==> src/rtl/vclip_pkg.sv <==
package vclip_pkg;
  typedef enum logic [1:0] {
    OP_HIGH  = 2'd0,
    OP_LOW   = 2'd1,
    OP_RANGE = 2'd2,
    OP_NONE  = 2'd3
  } clip_op_e;
endpackage

==> src/rtl/vclip_lane.sv <==
module vclip_lane
  import vclip_pkg::*;
#(
  parameter int W = 16
) (
  input  clip_op_e       op,
  input  logic [W-1:0]   vs,
  input  logic [W-1:0]   vt,
  input  logic           clip_i,
  input  logic           cmp_i,
  input  logic           ne_i,
  input  logic           co_i,
  input  logic           ext_i,
  output logic [W-1:0]   res,
  output logic           clip_o,
  output logic           cmp_o,
  output logic           ne_o,
  output logic           co_o,
  output logic           ext_o
);
  localparam logic [W-1:0] MINV = {1'b1, {(W-1){1'b0}}};

  logic signed [W-1:0] s, t, vc, neg_t;
  logic [W:0]          sum;
  logic                sn_x, tmin, sn, eq, lo, hi, sel, ext_n, lz, uz;

  assign s     = vs;
  assign t     = vt;
  assign neg_t = -t;
  assign sn_x  = vs[W-1] ^ vt[W-1];
  assign tmin  = (vt == MINV);
  assign sum   = {1'b0, vs} + {1'b0, vt};

  always_comb begin
    vc     = t;
    sn     = 1'b0;
    eq     = 1'b0;
    lo     = cmp_i;
    hi     = clip_i;
    ext_n  = 1'b0;
    lz     = 1'b0;
    uz     = 1'b0;
    clip_o = clip_i;
    cmp_o  = cmp_i;
    ne_o   = ne_i;
    co_o   = co_i;
    ext_o  = ext_i;
    unique case (op)
      OP_HIGH: begin
        sn     = sn_x;
        vc     = (sn && !tmin) ? neg_t : t;
        ext_n  = sn && (vs == ~vt);
        eq     = ((s == vc) && !tmin) || ext_n;
        lo     = sn ? (s <= vc) : vt[W-1];
        hi     = sn ? vt[W-1] : (s >= t);
        clip_o = hi;
        cmp_o  = lo;
        ne_o   = !eq;
        co_o   = sn;
        ext_o  = ext_n;
      end
      OP_RANGE: begin
        sn     = sn_x;
        vc     = sn ? ~t : t;
        lo     = sn ? (t <= ~s) : vt[W-1];
        hi     = sn ? vt[W-1] : (s >= t);
        clip_o = hi;
        cmp_o  = lo;
        ne_o   = 1'b0;
        co_o   = 1'b0;
        ext_o  = 1'b0;
      end
      OP_LOW: begin
        sn     = co_i;
        eq     = !ne_i;
        vc     = sn ? neg_t : t;
        lz     = (s == vc);
        uz     = !sum[W];
        lo     = (eq && sn) ? (ext_i ? (lz || uz) : (lz && uz)) : cmp_i;
        hi     = (eq && !sn) ? ($unsigned(s) >= $unsigned(vc)) : clip_i;
        clip_o = hi;
        cmp_o  = lo;
        ne_o   = 1'b0;
        co_o   = 1'b0;
        ext_o  = 1'b0;
      end
      default: ;
    endcase
    sel = sn ? lo : hi;
    res = sel ? vc : s;
  end
endmodule

==> src/rtl/vclip_state.sv <==
module vclip_state #(
  parameter int LANES = 8,
  parameter int W     = 16
) (
  input  logic                 clk,
  input  logic                 rst,
  input  logic                 load,
  input  logic [LANES*W-1:0]   res_n,
  input  logic [LANES-1:0]     clip_n,
  input  logic [LANES-1:0]     cmp_n,
  input  logic [LANES-1:0]     ne_n,
  input  logic [LANES-1:0]     co_n,
  input  logic [LANES-1:0]     ext_n,
  output logic [LANES*W-1:0]   res_q,
  output logic [LANES*W-1:0]   acc_q,
  output logic [LANES-1:0]     clip_q,
  output logic [LANES-1:0]     cmp_q,
  output logic [LANES-1:0]     ne_q,
  output logic [LANES-1:0]     co_q,
  output logic [LANES-1:0]     ext_q
);
  always_ff @(posedge clk) begin
    if (rst) begin
      res_q  <= '0;
      acc_q  <= '0;
      clip_q <= '0;
      cmp_q  <= '0;
      ne_q   <= '0;
      co_q   <= '0;
      ext_q  <= '0;
    end else if (load) begin
      res_q  <= res_n;
      acc_q  <= res_n;
      clip_q <= clip_n;
      cmp_q  <= cmp_n;
      ne_q   <= ne_n;
      co_q   <= co_n;
      ext_q  <= ext_n;
    end
  end
endmodule

==> src/rtl/vclip_unit.sv <==
module vclip_unit
  import vclip_pkg::*;
#(
  parameter int LANES = 8,
  parameter int W     = 16
) (
  input  logic                 clk,
  input  logic                 rst,
  input  logic                 op_valid,
  input  logic [1:0]           op_code,
  input  logic [LANES*W-1:0]   vs_in,
  input  logic [LANES*W-1:0]   vt_in,
  output logic [LANES*W-1:0]   res_out,
  output logic [LANES*W-1:0]   acc_lo_out,
  output logic [LANES-1:0]     flag_clip,
  output logic [LANES-1:0]     flag_cmp,
  output logic [LANES-1:0]     flag_ne,
  output logic [LANES-1:0]     flag_co,
  output logic [LANES-1:0]     flag_ext
);
  clip_op_e             op;
  logic                 load;
  logic [LANES*W-1:0]   res_n;
  logic [LANES-1:0]     clip_n, cmp_n, ne_n, co_n, ext_n;

  assign op   = clip_op_e'(op_code);
  assign load = op_valid && (op != OP_NONE);

  for (genvar i = 0; i < LANES; i++) begin : g_lane
    vclip_lane #(.W(W)) u_lane (
      .op     (op),
      .vs     (vs_in[i*W +: W]),
      .vt     (vt_in[i*W +: W]),
      .clip_i (flag_clip[i]),
      .cmp_i  (flag_cmp[i]),
      .ne_i   (flag_ne[i]),
      .co_i   (flag_co[i]),
      .ext_i  (flag_ext[i]),
      .res    (res_n[i*W +: W]),
      .clip_o (clip_n[i]),
      .cmp_o  (cmp_n[i]),
      .ne_o   (ne_n[i]),
      .co_o   (co_n[i]),
      .ext_o  (ext_n[i])
    );
  end

  vclip_state #(.LANES(LANES), .W(W)) u_state (
    .clk    (clk),
    .rst    (rst),
    .load   (load),
    .res_n  (res_n),
    .clip_n (clip_n),
    .cmp_n  (cmp_n),
    .ne_n   (ne_n),
    .co_n   (co_n),
    .ext_n  (ext_n),
    .res_q  (res_out),
    .acc_q  (acc_lo_out),
    .clip_q (flag_clip),
    .cmp_q  (flag_cmp),
    .ne_q   (flag_ne),
    .co_q   (flag_co),
    .ext_q  (flag_ext)
  );
endmodule

==> config.mk <==
export PLATFORM = sky130hd
export DESIGN_NAME = vclip_unit
export DESIGN_NICKNAME = d
export VERILOG_FILES = /design/src/rtl/vclip_pkg.sv /design/src/rtl/vclip_lane.sv /design/src/rtl/vclip_state.sv /design/src/rtl/vclip_unit.sv
export SDC_FILE = /design/constraint.sdc
export NUM_CORES = 2
export LEC_CHECK = 0
export BUFFER_PORTS_ARGS = -buffer_cell sky130_fd_sc_hd__buf_2
export CAP_MARGIN = 10
export CORE_ASPECT_RATIO = 1.5
export CORE_MARGIN = 3
export CORE_UTILIZATION = 35
export DETAILED_ROUTE_END_ITERATION = 16
export SLEW_MARGIN = 5
export SYNTH_ARGS = -nofsm -noshare
export SYNTH_HDL_FRONTEND = slang
export SYNTH_SLANG_ARGS = --single-unit
==> constraint.sdc <==
create_clock -name clk -period 8.7 [get_ports clk]
set_clock_uncertainty 0.15 [all_clocks]
set_input_delay 0 -clock clk [delete_from_list [all_inputs] [get_ports clk]]
set_output_delay 0 -clock clk [all_outputs]
set_load 0.01 [all_outputs]
# Word-level counts from Yosys, hierarchy flattened
# Cells that the tools add are included.
[classes]
addsub = 16
n_lt_le_gt_ge = 32
n_eq_ne = 35
n_mux = 144
bitwise = 32
n_reduce_logical = 110
[ops]
columns = ["operator", "n"]
rows = [
  ["2-to-1 mux 16 bit", 32],
  ["equality test 16 bit", 24],
  ["inverter 16 bit", 24],
  ["one-hot mux 16 bit (3 select lines)", 8],
  [">= comparator 16 bit", 16],
  ["less-or-equal comparator 16 bit", 16],
  ["adder 16 x 16 -> 17 bit", 8],
  ["equality test 16 bit, second input constant", 8],
  ["negation 16 bit", 8],
  ["one-hot mux 1 bit (2 select lines)", 40],
  ["2-to-1 mux 1 bit", 56],
  ["logical AND 1 bit", 49],
  ["zero test 1 bit", 40],
  ["one-hot mux 1 bit (3 select lines)", 8],
  ["logical OR 1 bit", 16],
  ["XOR 1 bit", 8],
  ["OR reduction 2 bit", 2],
  ["equality test 2 x 1 -> 1 bit, second input constant", 1],
  ["equality test 2 bit, second input constant", 1],
  ["zero test 2 bit", 1],
  ["!= test 2 bit, second input constant", 1],
  ["AND reduction 2 bit", 1],
  ["nonzero test 2 bit", 1],
]
[word_totals]
register_bits = 168
output_inout_bits = 296
wordCells = 375

# Logic depth before layout (Yosys ltp)
[depth]
ltp_word = 9
mapped_depth = 22

# Cells and area by module
# A second synthesis with hierarchy kept.
[unflattened]
hier_cells = 3949
hier_area_um2 = 30769.5
[modules_own_cells]
columns = ["module", "instances", "cells_each", "area_each_um2", "seq_area_each_um2"]
rows = [
  ["vclip_lane (g_lane[2].u_lane ...)", 4, 414, 3070.4, 0.0],
  ["vclip_lane (g_lane[0].u_lane ...)", 3, 407, 2872.8, 0.0],
  ["vclip_state", 1, 670, 6967.9, 3363.2],
  ["vclip_lane (g_lane[7].u_lane)", 1, 401, 2890.3, 0.0],
  ["vclip_unit", 1, 1, 11.3, 0.0],
]

# Worst setup path after synthesis
# Ideal clock, no wire load.
[synth_timing]
kind = "input port to flip-flop"
startpoint = "input vt_in[111]"
endpoint = "register u_state.acc_q[96]"
setup_time_ns = 0.122
t_arrival_ns = 4.259
slack_ns = 4.170
path_stages = 19
n_path_buf = 5
path_cell_list = "clkbuf_1 -> inv_1 -> ha_1 -> clkbuf_1 -> buf_1 -> clkbuf_1 -> nor2_1 -> xnor2_1 -> ha_1 -> nand4_1 -> nor4_1 -> a211o_1 -> or4b_1 -> nand3_1 -> o2111ai_1 -> nand3_1 -> buf_4 -> nand2_1 -> a221o_1"
[synth_between]
elab_chain_cells = 9
word_cells_on_any_way = 29
cone_classes = "add/sub (2); order compare (4); eq/ne (2); mux (15); bitwise (1); reduce/logical (5)"
[synth_rtl]
columns = ["element", "line_no", "source"]
rows = [
  ["start, declared", "vclip_unit.sv:12", "input logic [LANES*W-1:0] vt_in,"],
  ["parallel branches: the longest is 8 deep, another holds negation 16 bit", "n/a", ""],
  ["2-to-1 mux 16 bit (*)", "vclip_lane.sv:90", "res = sel ? vc : s;"],
  ["end signal, assigned", "vclip_state.sv:33", "acc_q <= res_n;"],
  ["end, declared", "vclip_state.sv:15", "output logic [LANES*W-1:0] acc_q,"],
]
# Every way passes the cells marked *.
# A chain may end at the register's enable or synchronous reset.

# Worst setup path after layout
[layout_timing]
startpoint = "input vt_in[63]"
endpoint = "register u_state.acc_q[49]"
# Same word-level chain as after synthesis.

==> results.md <==
- Maximum clock frequency: 0.159 GHz
- Non-filler instance count after layout: 5715
- Post-route ant nets: 0
- Drt drc: 0
- Ratio of routed vias to standard cells: ~6.0
- Initial antenna violation count: 11
- Actual transition at the worst max-transition pin: 1.23 ns
- Post-route standard cell area excluding fillers: roughly 35000 um^2
- Die extent in x: 245 um
- 1st-iter DRT viols: 2823
- Post-Synthesis Cells: 4095
- Share of flip-flops with an asynchronous set or reset after synthesis: 0%
- Total Wirelength: about 140 mm
- Area share of the largest cell type after synthesis: 21.6%
- Most numerous cell on the critical path: sky130_fd_sc_hd__dlygate4sd3_1
- Leading post-synthesis cells by instance count: sky130_fd_sc_hd__ha_1, sky130_fd_sc_hd__nand2_1, sky130_fd_sc_hd__nor2_1
- Level count of the clock H-tree: 4
- Post-CTS sizing: 0
- CP Max Fanout: 29
- Clock tree from TritonCTS: done
- Average wire per cell in the routed design: 24.1 um
- NumNets Final: 5347
- Element type at the critical path start: primary input
- Effective utilization at floorplan: 35.5%
- Standard cell core area: 84300 um^2
- Vias: 34100
- Clock tree root driver cell: sky130_fd_sc_hd__clkbuf_16
- Net Count, Synth: about 5000
- Cell with the most instances after synthesis: sky130_fd_sc_hd__ha_1
- Crit Path Class: primary input to flop
- Setup violators final: 0
- Required time of the critical path: between 8 and 9 ns
- RSZ-0062 raised after global routing: no
- Core Rows: 130
- Post-synthesis average cell area: 7.30 um^2
- PD cells: 113 nW/um^2
- Result of the run: completed
- Static Leak: around 16 nW
- Largest net degree at the start of global routing: 58
- DP Area: about 32000 um^2
- # IOs: 557
- Wire length of the first global-routing pass: 203 mm
- Sum of negative setup slack: 0 ns
- Shortest clock period the worst path allows after layout: around 6.3 ns
- Share of the yosys chip area belonging to registers: 11.2%
- Ratio of cells with drive above 1 in the final layout: about 15%
- Class of the tightest hold or removal check: primary input to flop
- Number of clock sinks seen by CTS: 168
- Number of enable-type register cells in the synthesized netlist: 0
- Remaining Overflow, GRT: 0
- Library cell contributing the largest single delay on the critical path: sky130_fd_sc_hd__o22a_1
- Final worst path period share: 72.3%
- Max Root-Sink Buffers: 2
- Area overhead of the layout relative to synthesis: 18.5%
- Number of global-route vias before repair: 33400
- Cell accounting for the most synthesized area: sky130_fd_sc_hd__ha_1
- Placed instance count: 5426
- Max-slew violations: 0
- Longest individual stage delay on the worst path: 0.82 ns
- Primary flip-flop cell chosen by synthesis mapping: sky130_fd_sc_hd__dfxtp_1
- Worst IR drop on VDD: ~0.18 mV
- Die footprint: 89100 um^2
- Critical path capture point type: flop
- Number of port buffers: 556
- Height of the die: 364 um
- Final HPWL DP: between 100 and 150 mm
- Post-synth cell types: 103
- Number of endpoints with negative hold slack in the final report: 0
- Count of state elements after synthesis: 168
- Slew margin rel.: between 15 and 20%
- Gp weighted congestion: 0.967
- Count of maximum capacitance violations: 0
- Latest clock arrival within the worst-skew pair: approximately 0.54 ns
- Number of buffers added by the clock tree synthesis step: 17
- Combined global-route utilization of all metal layers: 29.8%
- Endpoint arrival time on the critical path: 6.55 ns
- Combined area of all synthesized cells: 29900 um^2
- Yosys synthesis warning count: 0
- Number of iterations in the first detailed-routing pass: 6
- Crit-path cells: dlygate4sd3_1 > buf_2 > inv_1 > ha_1 > buf_4 > nor2_1 > nand2_1 > xnor2_1 > ha_1 > nand4_1 > nor4_1 > a211oi_1 > and4_1 > o31ai_1 > o22a_1 > mux2i_1 > dlygate4sd3_1 > a211oi_1 > dlygate4sd3_1
- Most area-consuming cells after synthesis: sky130_fd_sc_hd__ha_1, sky130_fd_sc_hd__dfxtp_1, sky130_fd_sc_hd__xnor2_1, sky130_fd_sc_hd__a21oi_1, sky130_fd_sc_hd__nand2_1
- Clock slew at reported path FFs: ~0.080 ns
==> through the flow <==
stage / util (%) / total power, mW / hold slack (ns) / worst slack [ns]
after floorplan: - / 2.33 / -0.00385 / 4.17
after global placement: 38.5 / 3.01 / 0.139 / 3.02
after detailed placement: 38.5 / 3.03 / 0.167 / 2.87
after CTS: 42.1 / 4.00 / 0.00268 / 2.57
after global routing: 42.1 / 4.26 / 0.0290 / 2.10
final: 42.1 / 4.00 / 0.0445 / 2.41
==> per-layer routing <==
layer,GRT usage (%),vias to the layer above,share of wire [%]
li1,-,15800,-
met1,33.6,16200,38
met2,52.6,1671,48
met3,4.30,491,6.5
met4,18.7,4,6.7
met5,0,-,0.025
==> repair_timing <==
| action | in CTS | in global routing |
|---|---|---|
| hold buffers | 247 | 0 |
| endpoints found under the setup margin | 0 | 0 |
| buffers inserted | 0 | 0 |
| endpoints found under the hold margin | 157 | 0 |
==> state kept, by name, indices dropped and copies added, names as in the netlist <==
register	flops
u_state.ne_q	8
u_state.acc_q	128
u_state.cmp_q	8
u_state.clip_q	8
u_state.ext_q	8
u_state.co_q	8
==> worst max-delay path, delay by kind of cell <==
| kind | cells | cell delay (ns) |
|---|---|---|
| mux | 1 | 0.25 |
| xor+xnor | 1 | 0.19 |
| compound gates | 4 | 1.28 |
| fa+ha+maj | 2 | 0.65 |
| simple gates | 5 | 1.78 |
| buf+inv | 6 | 2.37 |
==> cells in the final DEF, fill, tap and decap left out, types with 21 or more instances in the layout <==
cell | netlist | routed
sky130_fd_sc_hd__o31ai_1 | 39 | 39
sky130_fd_sc_hd__o211ai_1 | 46 | 46
sky130_fd_sc_hd__a31oi_1 | 39 | 39
sky130_fd_sc_hd__nor3_1 | 91 | 91
sky130_fd_sc_hd__o21ai_0 | 231 | 231
sky130_fd_sc_hd__buf_4 | 171 | 44
sky130_fd_sc_hd__o21a_1 | 21 | 21
sky130_fd_sc_hd__nand3_1 | 101 | 101
sky130_fd_sc_hd__mux2i_1 | 68 | 67
sky130_fd_sc_hd__nor2b_1 | 66 | 65
sky130_fd_sc_hd__buf_2 | 13 | 555
sky130_fd_sc_hd__nand4_1 | 87 | 87
sky130_fd_sc_hd__nor4_1 | 50 | 50
sky130_fd_sc_hd__dlygate4sd3_1 | 0 | 247
sky130_fd_sc_hd__nor2_1 | 350 | 346
sky130_fd_sc_hd__o21ai_1 | 50 | 48
sky130_fd_sc_hd__o221ai_1 | 56 | 56
sky130_fd_sc_hd__a21oi_1 | 307 | 307
sky130_fd_sc_hd__or3_1 | 31 | 31
sky130_fd_sc_hd__ha_1 | 516 | 512
sky130_fd_sc_hd__a211oi_1 | 49 | 49
sky130_fd_sc_hd__a22oi_1 | 27 | 27
sky130_fd_sc_hd__a21o_1 | 40 | 40
sky130_fd_sc_hd__xnor2_1 | 261 | 261
sky130_fd_sc_hd__nand2b_1 | 43 | 43
sky130_fd_sc_hd__dfxtp_1 | 168 | 168
sky130_fd_sc_hd__inv_1 | 195 | 192
sky130_fd_sc_hd__nand2_1 | 357 | 355
==> power by group <==
part	internal, mW	total [mW]	switching (mW)	leakage, nW
registers	0.837	0.934	0.0966	1.38
logic	0.902	2.25	1.34	14.2
clock network	0.381	0.821	0.440	0.277
==> logic make-up (layout without fill, tap and decap cells) <==
group	after synthesis	in the layout	synth area share, %
AO/OA/AOI/OAI	1168	1168	25.8
XOR/XNOR	277	277	8.11
adder cells (fa/ha/maj)	516	516	21.6
buffers and inverters	597	1085	9.72
flip-flops	168	168	11.2
multiplexers	74	74	2.50
other	0	10	0
AND/OR/NAND/NOR	1295	1295	21.1
==> area by class of cell <==
type / instances / area [um^2]
Clock inverter: 13 / 111
Inverter: 207 / 783
Fill cell: 8963 / 48800
Sequential cell: 168 / 3360
Antenna cell: 10 / 25.0
Multi-Input combinational cell: 3330 / 23700
Timing Repair Buffer: 846 / 5580
Clock buffer: 19 / 443
Tap cell: 1122 / 1400
==> path summary, 6_finish.rpt <==
path                                          from                  to  slack (ns)  depth (start not counted)
worst min register to register  u_state.acc_q[119]  u_state.acc_q[119]        0.31                          2
worst max-delay path                     vt_in[63]   u_state.acc_q[49]        2.41                         19
worst max register to register     u_state.co_q[1]   u_state.acc_q[24]        3.00                         14
worst min-delay path                     vt_in[56]   u_state.acc_q[56]        0.04                          6
Note: power is estimated with default switching activity, not from simulation.
